`src/rtl/gpio_irq_pkg.sv`:
```
package gpio_irq_pkg;
  localparam int DATA_W = 32;

  typedef enum logic [1:0] {
    TRIG_LOW  = 2'b00,
    TRIG_HIGH = 2'b01,
    TRIG_RISE = 2'b10,
    TRIG_FALL = 2'b11
  } trig_e;

  // word indices (byte offset / 4)
  localparam int WI_DOUT  = 0;
  localparam int WI_DIR   = 1;
  localparam int WI_PAD   = 2;
  localparam int WI_TRGLO = 3;
  localparam int WI_TRGHI = 4;
  localparam int WI_EN    = 5;
  localparam int WI_STAT  = 6;
  localparam int WI_ANYE  = 7;
endpackage

```
`src/rtl/gpio_irq_sync.sv`:
```
module gpio_irq_sync #(
  parameter int W = 32
) (
  input  logic         clk,
  input  logic         rst_n,
  input  logic [W-1:0] d_async,
  output logic [W-1:0] q
);
  logic [W-1:0] stg1_q, stg2_q;

  always_ff @(posedge clk or negedge rst_n) begin
    if (!rst_n) begin
      stg1_q <= '0;
      stg2_q <= '0;
    end else begin
      stg1_q <= d_async;
      stg2_q <= stg1_q;
    end
  end

  assign q = stg2_q;
endmodule

```
`src/rtl/gpio_irq_detect.sv`:
```
module gpio_irq_detect
  import gpio_irq_pkg::*;
#(
  parameter int NPINS = 32
) (
  input  logic               clk,
  input  logic               rst_n,
  input  logic [NPINS-1:0]   lvl,
  input  logic [2*NPINS-1:0] trig_codes,
  input  logic [NPINS-1:0]   any_edge,
  output logic [NPINS-1:0]   hit
);
  logic [NPINS-1:0] prev_q;

  always_ff @(posedge clk or negedge rst_n) begin
    if (!rst_n) prev_q <= '0;
    else        prev_q <= lvl;
  end

  for (genvar p = 0; p < NPINS; p++) begin : g_pin
    logic  rise, fall;
    trig_e code;
    assign rise = lvl[p] & ~prev_q[p];
    assign fall = ~lvl[p] & prev_q[p];
    assign code = trig_e'(trig_codes[2*p +: 2]);

    always_comb begin
      if (any_edge[p]) begin
        hit[p] = rise | fall;
      end else begin
        unique case (code)
          TRIG_LOW:  hit[p] = ~lvl[p];
          TRIG_HIGH: hit[p] = lvl[p];
          TRIG_RISE: hit[p] = rise;
          TRIG_FALL: hit[p] = fall;
          default:   hit[p] = 1'b0;
        endcase
      end
    end
  end

  // override pin reports only a change between two successive samples
  AST_ANYEDGE_NEEDS_CHANGE: assert property (@(posedge clk) disable iff (!rst_n)
    ((hit & any_edge) & ~(lvl ^ prev_q)) == '0);
endmodule

```
`src/rtl/gpio_irq_regs.sv`:
```
module gpio_irq_regs
  import gpio_irq_pkg::*;
#(
  parameter int NPINS  = 32,
  parameter int ADDR_W = 6
) (
  input  logic               clk,
  input  logic               rst_n,
  input  logic               bus_en,
  input  logic               bus_we,
  input  logic [ADDR_W-1:0]  bus_addr,
  input  logic [DATA_W-1:0]  bus_wdata,
  output logic [DATA_W-1:0]  bus_rdata,
  input  logic [NPINS-1:0]   pad_lvl,
  input  logic [NPINS-1:0]   hit,
  output logic [NPINS-1:0]   dout,
  output logic [NPINS-1:0]   dir,
  output logic [2*NPINS-1:0] trig_codes,
  output logic [NPINS-1:0]   any_edge,
  output logic [NPINS-1:0]   stat,
  output logic [NPINS-1:0]   enable
);
  localparam int HALF   = NPINS / 2;
  localparam int WORD_W = ADDR_W - 2;
  localparam logic [WORD_W-1:0] A_DOUT  = WORD_W'(WI_DOUT);
  localparam logic [WORD_W-1:0] A_DIR   = WORD_W'(WI_DIR);
  localparam logic [WORD_W-1:0] A_PAD   = WORD_W'(WI_PAD);
  localparam logic [WORD_W-1:0] A_TRGLO = WORD_W'(WI_TRGLO);
  localparam logic [WORD_W-1:0] A_TRGHI = WORD_W'(WI_TRGHI);
  localparam logic [WORD_W-1:0] A_EN    = WORD_W'(WI_EN);
  localparam logic [WORD_W-1:0] A_STAT  = WORD_W'(WI_STAT);
  localparam logic [WORD_W-1:0] A_ANYE  = WORD_W'(WI_ANYE);

  logic [NPINS-1:0]  dout_q, dout_d, dir_q, dir_d, en_q, en_d;
  logic [NPINS-1:0]  anye_q, anye_d, stat_q, stat_d, stat_clr;
  logic [2*HALF-1:0] trglo_q, trglo_d, trghi_q, trghi_d;
  logic [WORD_W-1:0] word;
  logic              aligned, wr_en;

  assign word    = bus_addr[ADDR_W-1:2];
  assign aligned = (bus_addr[1:0] == 2'b00);
  assign wr_en   = bus_en & bus_we & aligned;

  // next state
  always_comb begin
    dout_d   = dout_q;
    dir_d    = dir_q;
    en_d     = en_q;
    anye_d   = anye_q;
    trglo_d  = trglo_q;
    trghi_d  = trghi_q;
    stat_clr = '0;
    if (wr_en) begin
      case (word)
        A_DOUT:  dout_d   = bus_wdata[NPINS-1:0];
        A_DIR:   dir_d    = bus_wdata[NPINS-1:0];
        A_TRGLO: trglo_d  = bus_wdata[2*HALF-1:0];
        A_TRGHI: trghi_d  = bus_wdata[2*HALF-1:0];
        A_EN:    en_d     = bus_wdata[NPINS-1:0];
        A_STAT:  stat_clr = bus_wdata[NPINS-1:0];
        A_ANYE:  anye_d   = bus_wdata[NPINS-1:0];
        default: ;
      endcase
    end
    // hardware set wins over a simultaneous clear
    stat_d = (stat_q & ~stat_clr) | hit;
  end

  // registers
  always_ff @(posedge clk or negedge rst_n) begin
    if (!rst_n) begin
      dout_q  <= '0;
      dir_q   <= '0;
      en_q    <= '0;
      anye_q  <= '0;
      trglo_q <= '0;
      trghi_q <= '0;
      stat_q  <= '0;
    end else begin
      dout_q  <= dout_d;
      dir_q   <= dir_d;
      en_q    <= en_d;
      anye_q  <= anye_d;
      trglo_q <= trglo_d;
      trghi_q <= trghi_d;
      stat_q  <= stat_d;
    end
  end

  // read mux
  always_comb begin
    bus_rdata = '0;
    if (aligned) begin
      case (word)
        A_DOUT:  bus_rdata[NPINS-1:0]  = dout_q;
        A_DIR:   bus_rdata[NPINS-1:0]  = dir_q;
        A_PAD:   bus_rdata[NPINS-1:0]  = pad_lvl;
        A_TRGLO: bus_rdata[2*HALF-1:0] = trglo_q;
        A_TRGHI: bus_rdata[2*HALF-1:0] = trghi_q;
        A_EN:    bus_rdata[NPINS-1:0]  = en_q;
        A_STAT:  bus_rdata[NPINS-1:0]  = stat_q;
        A_ANYE:  bus_rdata[NPINS-1:0]  = anye_q;
        default: bus_rdata = '0;
      endcase
    end
  end

  assign dout       = dout_q;
  assign dir        = dir_q;
  assign trig_codes = {trghi_q, trglo_q};
  assign any_edge   = anye_q;
  assign stat       = stat_q;
  assign enable     = en_q;

  AST_CLEAR_TAKES: assert property (@(posedge clk) disable iff (!rst_n)
    (stat_clr != '0) |=> ((stat_q & $past(stat_clr & ~hit)) == '0));
  AST_HIT_LATCHES: assert property (@(posedge clk) disable iff (!rst_n)
    (hit != '0) |=> ((stat_q & $past(hit)) == $past(hit)));
  AST_SET_NEEDS_HIT: assert property (@(posedge clk) disable iff (!rst_n)
    rst_n |=> ((stat_q & ~$past(stat_q) & ~$past(hit)) == '0));
  AST_PAD_WRITE_INERT: assert property (@(posedge clk) disable iff (!rst_n)
    (wr_en && word == A_PAD) |=> ($stable(dout_q) && $stable(dir_q) && $stable(en_q)
      && $stable(anye_q) && $stable(trglo_q) && $stable(trghi_q)));
endmodule

```
`src/rtl/gpio_irq_port.sv`:
```
module gpio_irq_port
  import gpio_irq_pkg::*;
#(
  parameter int NPINS  = 32,
  parameter int ADDR_W = 6
) (
  input  logic              clk,
  input  logic              rst_n,
  input  logic [NPINS-1:0]  pad_in,
  output logic [NPINS-1:0]  pad_out,
  output logic [NPINS-1:0]  pad_oe,
  input  logic              bus_en,
  input  logic              bus_we,
  input  logic [ADDR_W-1:0] bus_addr,
  input  logic [DATA_W-1:0] bus_wdata,
  output logic [DATA_W-1:0] bus_rdata,
  output logic              irq_lo,
  output logic              irq_hi
);
  localparam int HALF = NPINS / 2;

  logic [1:0]         rst_pipe_q;
  logic               rst_sync_n;
  logic [NPINS-1:0]   lvl, hit, stat, enable, any_edge;
  logic [2*NPINS-1:0] trig_codes;
  logic [NPINS-1:0]   pend;

  // asynchronous assert, synchronous release
  always_ff @(posedge clk or negedge rst_n) begin
    if (!rst_n) rst_pipe_q <= 2'b00;
    else        rst_pipe_q <= {rst_pipe_q[0], 1'b1};
  end
  assign rst_sync_n = rst_pipe_q[1];

  gpio_irq_sync #(.W(NPINS)) u_sync (
    .clk(clk), .rst_n(rst_sync_n), .d_async(pad_in), .q(lvl)
  );

  gpio_irq_detect #(.NPINS(NPINS)) u_detect (
    .clk(clk), .rst_n(rst_sync_n), .lvl(lvl), .trig_codes(trig_codes),
    .any_edge(any_edge), .hit(hit)
  );

  gpio_irq_regs #(.NPINS(NPINS), .ADDR_W(ADDR_W)) u_regs (
    .clk(clk), .rst_n(rst_sync_n), .bus_en(bus_en), .bus_we(bus_we),
    .bus_addr(bus_addr), .bus_wdata(bus_wdata), .bus_rdata(bus_rdata),
    .pad_lvl(lvl), .hit(hit), .dout(pad_out), .dir(pad_oe),
    .trig_codes(trig_codes), .any_edge(any_edge), .stat(stat), .enable(enable)
  );

  assign pend   = stat & enable;
  assign irq_lo = |pend[HALF-1:0];
  assign irq_hi = |pend[NPINS-1:HALF];

  AST_NO_IRQ_UNMASKED: assert property (@(posedge clk) disable iff (!rst_sync_n)
    (enable == '0) |-> (!irq_lo && !irq_hi));
endmodule

```
`config.mk`:
```
export PLATFORM = sky130hd
export DESIGN_NAME = gpio_irq_port
export DESIGN_NICKNAME = d
export VERILOG_FILES = /design/src/rtl/gpio_irq_pkg.sv /design/src/rtl/gpio_irq_sync.sv /design/src/rtl/gpio_irq_detect.sv /design/src/rtl/gpio_irq_regs.sv /design/src/rtl/gpio_irq_port.sv
export SDC_FILE = /design/constraint.sdc
export NUM_CORES = 1
export LEC_CHECK = 0
export BUFFER_PORTS_ARGS = -buffer_cell sky130_fd_sc_hd__buf_2
export CORE_MARGIN = 2
export CORE_UTILIZATION = 53
export CTS_BUF_LIST = sky130_fd_sc_hd__clkbuf_8 sky130_fd_sc_hd__clkbuf_16
export DETAILED_ROUTE_END_ITERATION = 8
export PLACE_DENSITY = 0.76
export SYNTH_ARGS = -nofsm -noshare
export SYNTH_HDL_FRONTEND = slang
export SYNTH_SLANG_ARGS = --single-unit
```
`constraint.sdc`:
```
create_clock -name clk -period 8.9 [get_ports clk]
set_clock_uncertainty 0.15 [all_clocks]
set_input_delay 0.89 -clock clk [delete_from_list [all_inputs] [get_ports clk]]
set_output_delay 0.89 -clock clk [all_outputs]
set_load 0.01 [all_outputs]
```
Yosys cells after proc, flatten, opt, wreduce, memory -nomap -nowiden
Cells that the tools add are included.
{"block": "totals", "reg_bits": 322, "out_inout_bits": 98}
{"block": "classes", "eq_ne": 103, "mux": 68, "bitwise_logic": 166, "reduce_logical": 42}
{"op": "$pmux W32 S8", "n": 1}
{"op": "$eq A2 B2 Y1 const B", "n": 64}
{"op": "$pmux W1 S4", "n": 32}
{"op": "$mux W32", "n": 3}
{"op": "$and A1 B1 Y1", "n": 66}
{"op": "$logic_not A2 Y1", "n": 33}
{"op": "$and A32 B32 Y32", "n": 2}
{"op": "$eq A2 B1 Y1 const B", "n": 32}
{"op": "$not A1 Y1", "n": 64}
{"op": "$mux W1", "n": 32}
{"op": "$not A32 Y32", "n": 1}
{"op": "$or A1 B1 Y1", "n": 32}
{"op": "$or A32 B32 Y32", "n": 1}
{"op": "$reduce_or A16 Y1", "n": 2}
{"op": "$eq A4 B3 Y1 const B", "n": 4}
{"op": "$reduce_and A2 Y1", "n": 6}
{"op": "$eq A4 B2 Y1 const B", "n": 2}
{"op": "$eq A4 B1 Y1 const B", "n": 1}
{"op": "$logic_not A4 Y1", "n": 1}

Longest topological paths before layout
{"block": "depth", "ltp_word": 6, "depth_mapped": 6, "mapped_depth_nobuf": 5}

Hierarchy
Synthesis repeated with hierarchy kept, for this count alone.
{"block": "hier_totals", "hier_cells": 1315, "hier_area_um2": 16095.4}
{"mod": "gpio_irq_regs", "n_inst": 1, "cells_each": 874, "area_each_um2": 10969.3}
{"mod": "gpio_irq_detect", "n_inst": 1, "cells_each": 356, "area_each_um2": 3268.1}
{"mod": "gpio_irq_sync", "n_inst": 1, "cells_each": 64, "area_each_um2": 1601.5}
{"mod": "gpio_irq_port", "n_inst": 1, "cells_each": 21, "area_each_um2": 256.5}

Worst setup path before layout
OpenSTA, ideal clock, no wires.
{"block": "synth_timing", "path_type": "input-to-output", "from": "in bus_addr[2]", "to": "out bus_rdata[11]", "arrival_time_ns": 2.142, "slack_ns": 5.718, "stages": 5, "n_path_buf": 2, "path_cell_list": "buf_4 nor4b_4 clkbuf_1 a22oi_1 a41oi_1"}
{"block": "synth_between", "elab_chain_len": 3, "elab_cells_between_ends": 10, "cone_classes": "eq/ne: 7; mux: 2; reduce/logical: 1"}
{"item": "start: declaration", "line": "gpio_irq_port.sv:14", "text": "input logic [ADDR_W-1:0] bus_addr,"}
{"item": "$eq A4 B3 Y1 (tied with other cells)", "line": "gpio_irq_regs.sv:94", "text": "case (word)"}
{"item": "$pmux W32 S8 *", "line": "gpio_irq_regs.sv:94"}
{"item": "$mux W32 *", "line": "gpio_irq_regs.sv:93", "text": "if (aligned) begin"}
{"item": "end: declaration", "line": "gpio_irq_port.sv:16", "text": "output logic [DATA_W-1:0] bus_rdata,"}
Mark *: on every way between the ends. The rest lies on a longest branch, timed or not.

Worst setup path in the final report
{"block": "layout_timing", "from": "in bus_addr[5]", "to": "out bus_rdata[13]"}
Same word-level chain as after synthesis.

==> run metrics <==
Post-Syn Area 0.0151 sq mm; Area Growth Syn to Fin 16.2%; Mapped Nets 1310; CTS tree built; fin crit period 3930 ps; DR DRC count 0; commonest cells after routing, fill and taps aside dfrtp_1, buf_2, mux2_1; via count 10.7k; worst slew pin tran 1080 ps; Nets 1474; Final period util 44.1%; reg-to-reg endpoint u_regs.dout[29]; VDD IR max 0.000130 V; initial DRC count 927; drt wl/cell 22.8 microns; critical path arrival 2890 ps; Post-Layout Cell Count 1742; CP max FO 33; hold path endpoint u_sync.q[11]; hold_sp u_sync.stg1_q[11]; crit path launch type input pin; # H-tree levels 2; Synth cell types 37; cells on worst reg2reg path 2; gr usage total 26.7%; Hold Crit Depth 0; cell row count 61; max frequency 255 MHz; WS Path Type in2out; Final ANT Viol Nets 0; clock transition at the registers of the reported paths 60 ps; Mean Syn Cell Area 12.9 sq um; HPWL after DPL 25.8 mm; final setup fails 0; grt ovf 0; Resized Gates After CTS 0; drt total wl 39.8 mm; Die W 173 microns; Min-Delay Path Class reg2reg; RSZ-0062 raised after global routing no; Worst Setup End Kind primary output; Seq/Total Area, Yosys 53.4%; Synth Instances 1172; GPL Wtd Cong 0.810; Hold WS 191 ps; setup_tns 0 ps; drt pass-1 iters 5; R2R Path Start rst_pipe_q[1]; n_diodes 0; CTS max path bufs 3; number of flops mapped to enable cells by yosys 0; initial core utilization 54.0%; initial antenna violation count 0; number of synthesized register bits 322; vias per inst 6.13; # placed instances 1675; flop-to-flop setup slack 6370 ps; Max-Cap Viols 0; CTS Buf Count 36; PwrDens 203 mW/mm^2; Ports 172; Die ar. 0.0299 sq mm; outcome complete, no violations; vias in the first global route 10.9k; Die Y 173 microns; core area 0.0279 sq mm; layout cell share with drive strength beyond 1 22.7%; port bufs 171; Required @ worst endpoint 7860 ps; endpoints failing hold 0; Slew Limit Fails 0; dominant synthesized flop cell dfrtp_1; relative slew slack 27.8%; largest net degree at the start of global routing 82; first-pass GRT wire length 62.0 mm; YS warnings 0; Clock Latency Late Sink 520 ps; filler cell count 2191; Async S/R FF share, synth 100%; most common cell after layout, fill and taps aside dfrtp_1; Leak 8.76 nW; root buffer cell clkbuf_16; clock sink total 322
==> layer usage <==
metal  wire [microns]  track usage, %
met1            16900            36.1
met3             2590            4.22
met5                0               0
met4             1230            9.99
met2            19100            43.6
==> sequential cells by signal, summed over array words and instances, names as in the netlist <==
signal / flops
u_regs.stat: 32
rst_pipe_q: 2
u_regs.dir: 32
u_sync.q: 32
u_regs.any_edge: 32
u_regs.trglo_q: 32
u_regs.enable: 32
u_regs.trghi_q: 32
u_detect.prev_q: 32
u_regs.dout: 32
u_sync.stg1_q: 32
==> power by group <==
part,total (W),internal [W],switching (W)
clock network,0.00160,0.00101,0.000592
logic,0.000292,0.000138,0.000154
registers,0.00167,0.00156,0.000110
total,0.00356,0.00270,0.000856
==> critical path: stages <==
cell and delay [ps]:
buf_2 220, and4b_2 950, a22oi_1 270, a41oi_1 350
buf_2 180
==> synthesized netlist by cell type, drive strengths merged (4+ instances only) <==
library cell,n,area [sq um]
a211oi,14,105
o311ai,31,272
a21oi,17,85.1
o211a,14,140
a22o,8,70.1
buf,38,297
and3,17,106
clkbuf,23,86.3
ha,64,801
a221oi,8,70.1
mux2,192,2330
nor2,15,56.3
dfrtp,322,8060
a22oi,128,961
o31ai,31,233
nand2b,65,407
nand2,37,154
a41oi,32,280
nor4bb,4,40.0
inv,96,360
==> worst max-delay path by stage <==
stage | from | cells after the start | end | slack (ps)
floorplan | rst_pipe_q[1] | 0 | u_detect.prev_q[0] | 3480
detailed placement | bus_addr[5] | 5 | bus_rdata[15] | 5050
finish | bus_addr[5] | 5 | bus_rdata[13] | 4970
global placement | bus_addr[5] | 5 | bus_rdata[15] | 5080
global route | bus_addr[5] | 5 | bus_rdata[13] | 4890
CTS | bus_addr[5] | 5 | bus_rdata[8] | 5020
==> stage by stage <==
stage / area, sq um / total power, W / util (%) / setup slack (ps)
4_1_cts: 17500 / 0.00359 / 62.8 / 5020
2_1_floorplan: 15100 / 0.00184 / - / 3480
6_report: 17500 / 0.00356 / 62.8 / 4970
3_5_place_dp: 16200 / 0.00198 / 58.1 / 5050
5_1_grt: 17500 / 0.00369 / 62.8 / 4890
3_3_place_gp: 16200 / 0.00197 / 58.1 / 5080
==> cell families (layout without fill, tap and decap cells) <==
logic type | count (synthesis) | count (layout) | synth area share [%]
AO/OA/AOI/OAI | 284 | 284 | 14.7
flip-flops | 322 | 322 | 53.4
XOR/XNOR | 1 | 1 | 0.0580
multiplexers | 194 | 194 | 15.6
AND/OR/NAND/NOR | 149 | 149 | 5.98
other | 1 | 1 | 0.0248
buffers and inverters | 157 | 349 | 4.92
adder cells (fa/ha/maj) | 64 | 64 | 5.30
==> timing repair <==
action                                  CTS  global route
hold buffers                              1             0
setup buffers                             0             0
endpoints found under the setup margin    0             0
hold endpoints to repair                  2             0
==> cell type report <==
class / count / area, sq um / area share (%)
flip-flops and latches: 322 / 8060 / 46.0
multi-input cells: 693 / 6360 / 36.3
clock buffers: 46 / 1050 / 5.99
repair buffers: 187 / 978 / 5.58
well taps: 378 / 473 / 2.70
inverters: 96 / 360 / 2.05
clock inverters: 20 / 256 / 1.46
Power figures use the tool's default switching activity.
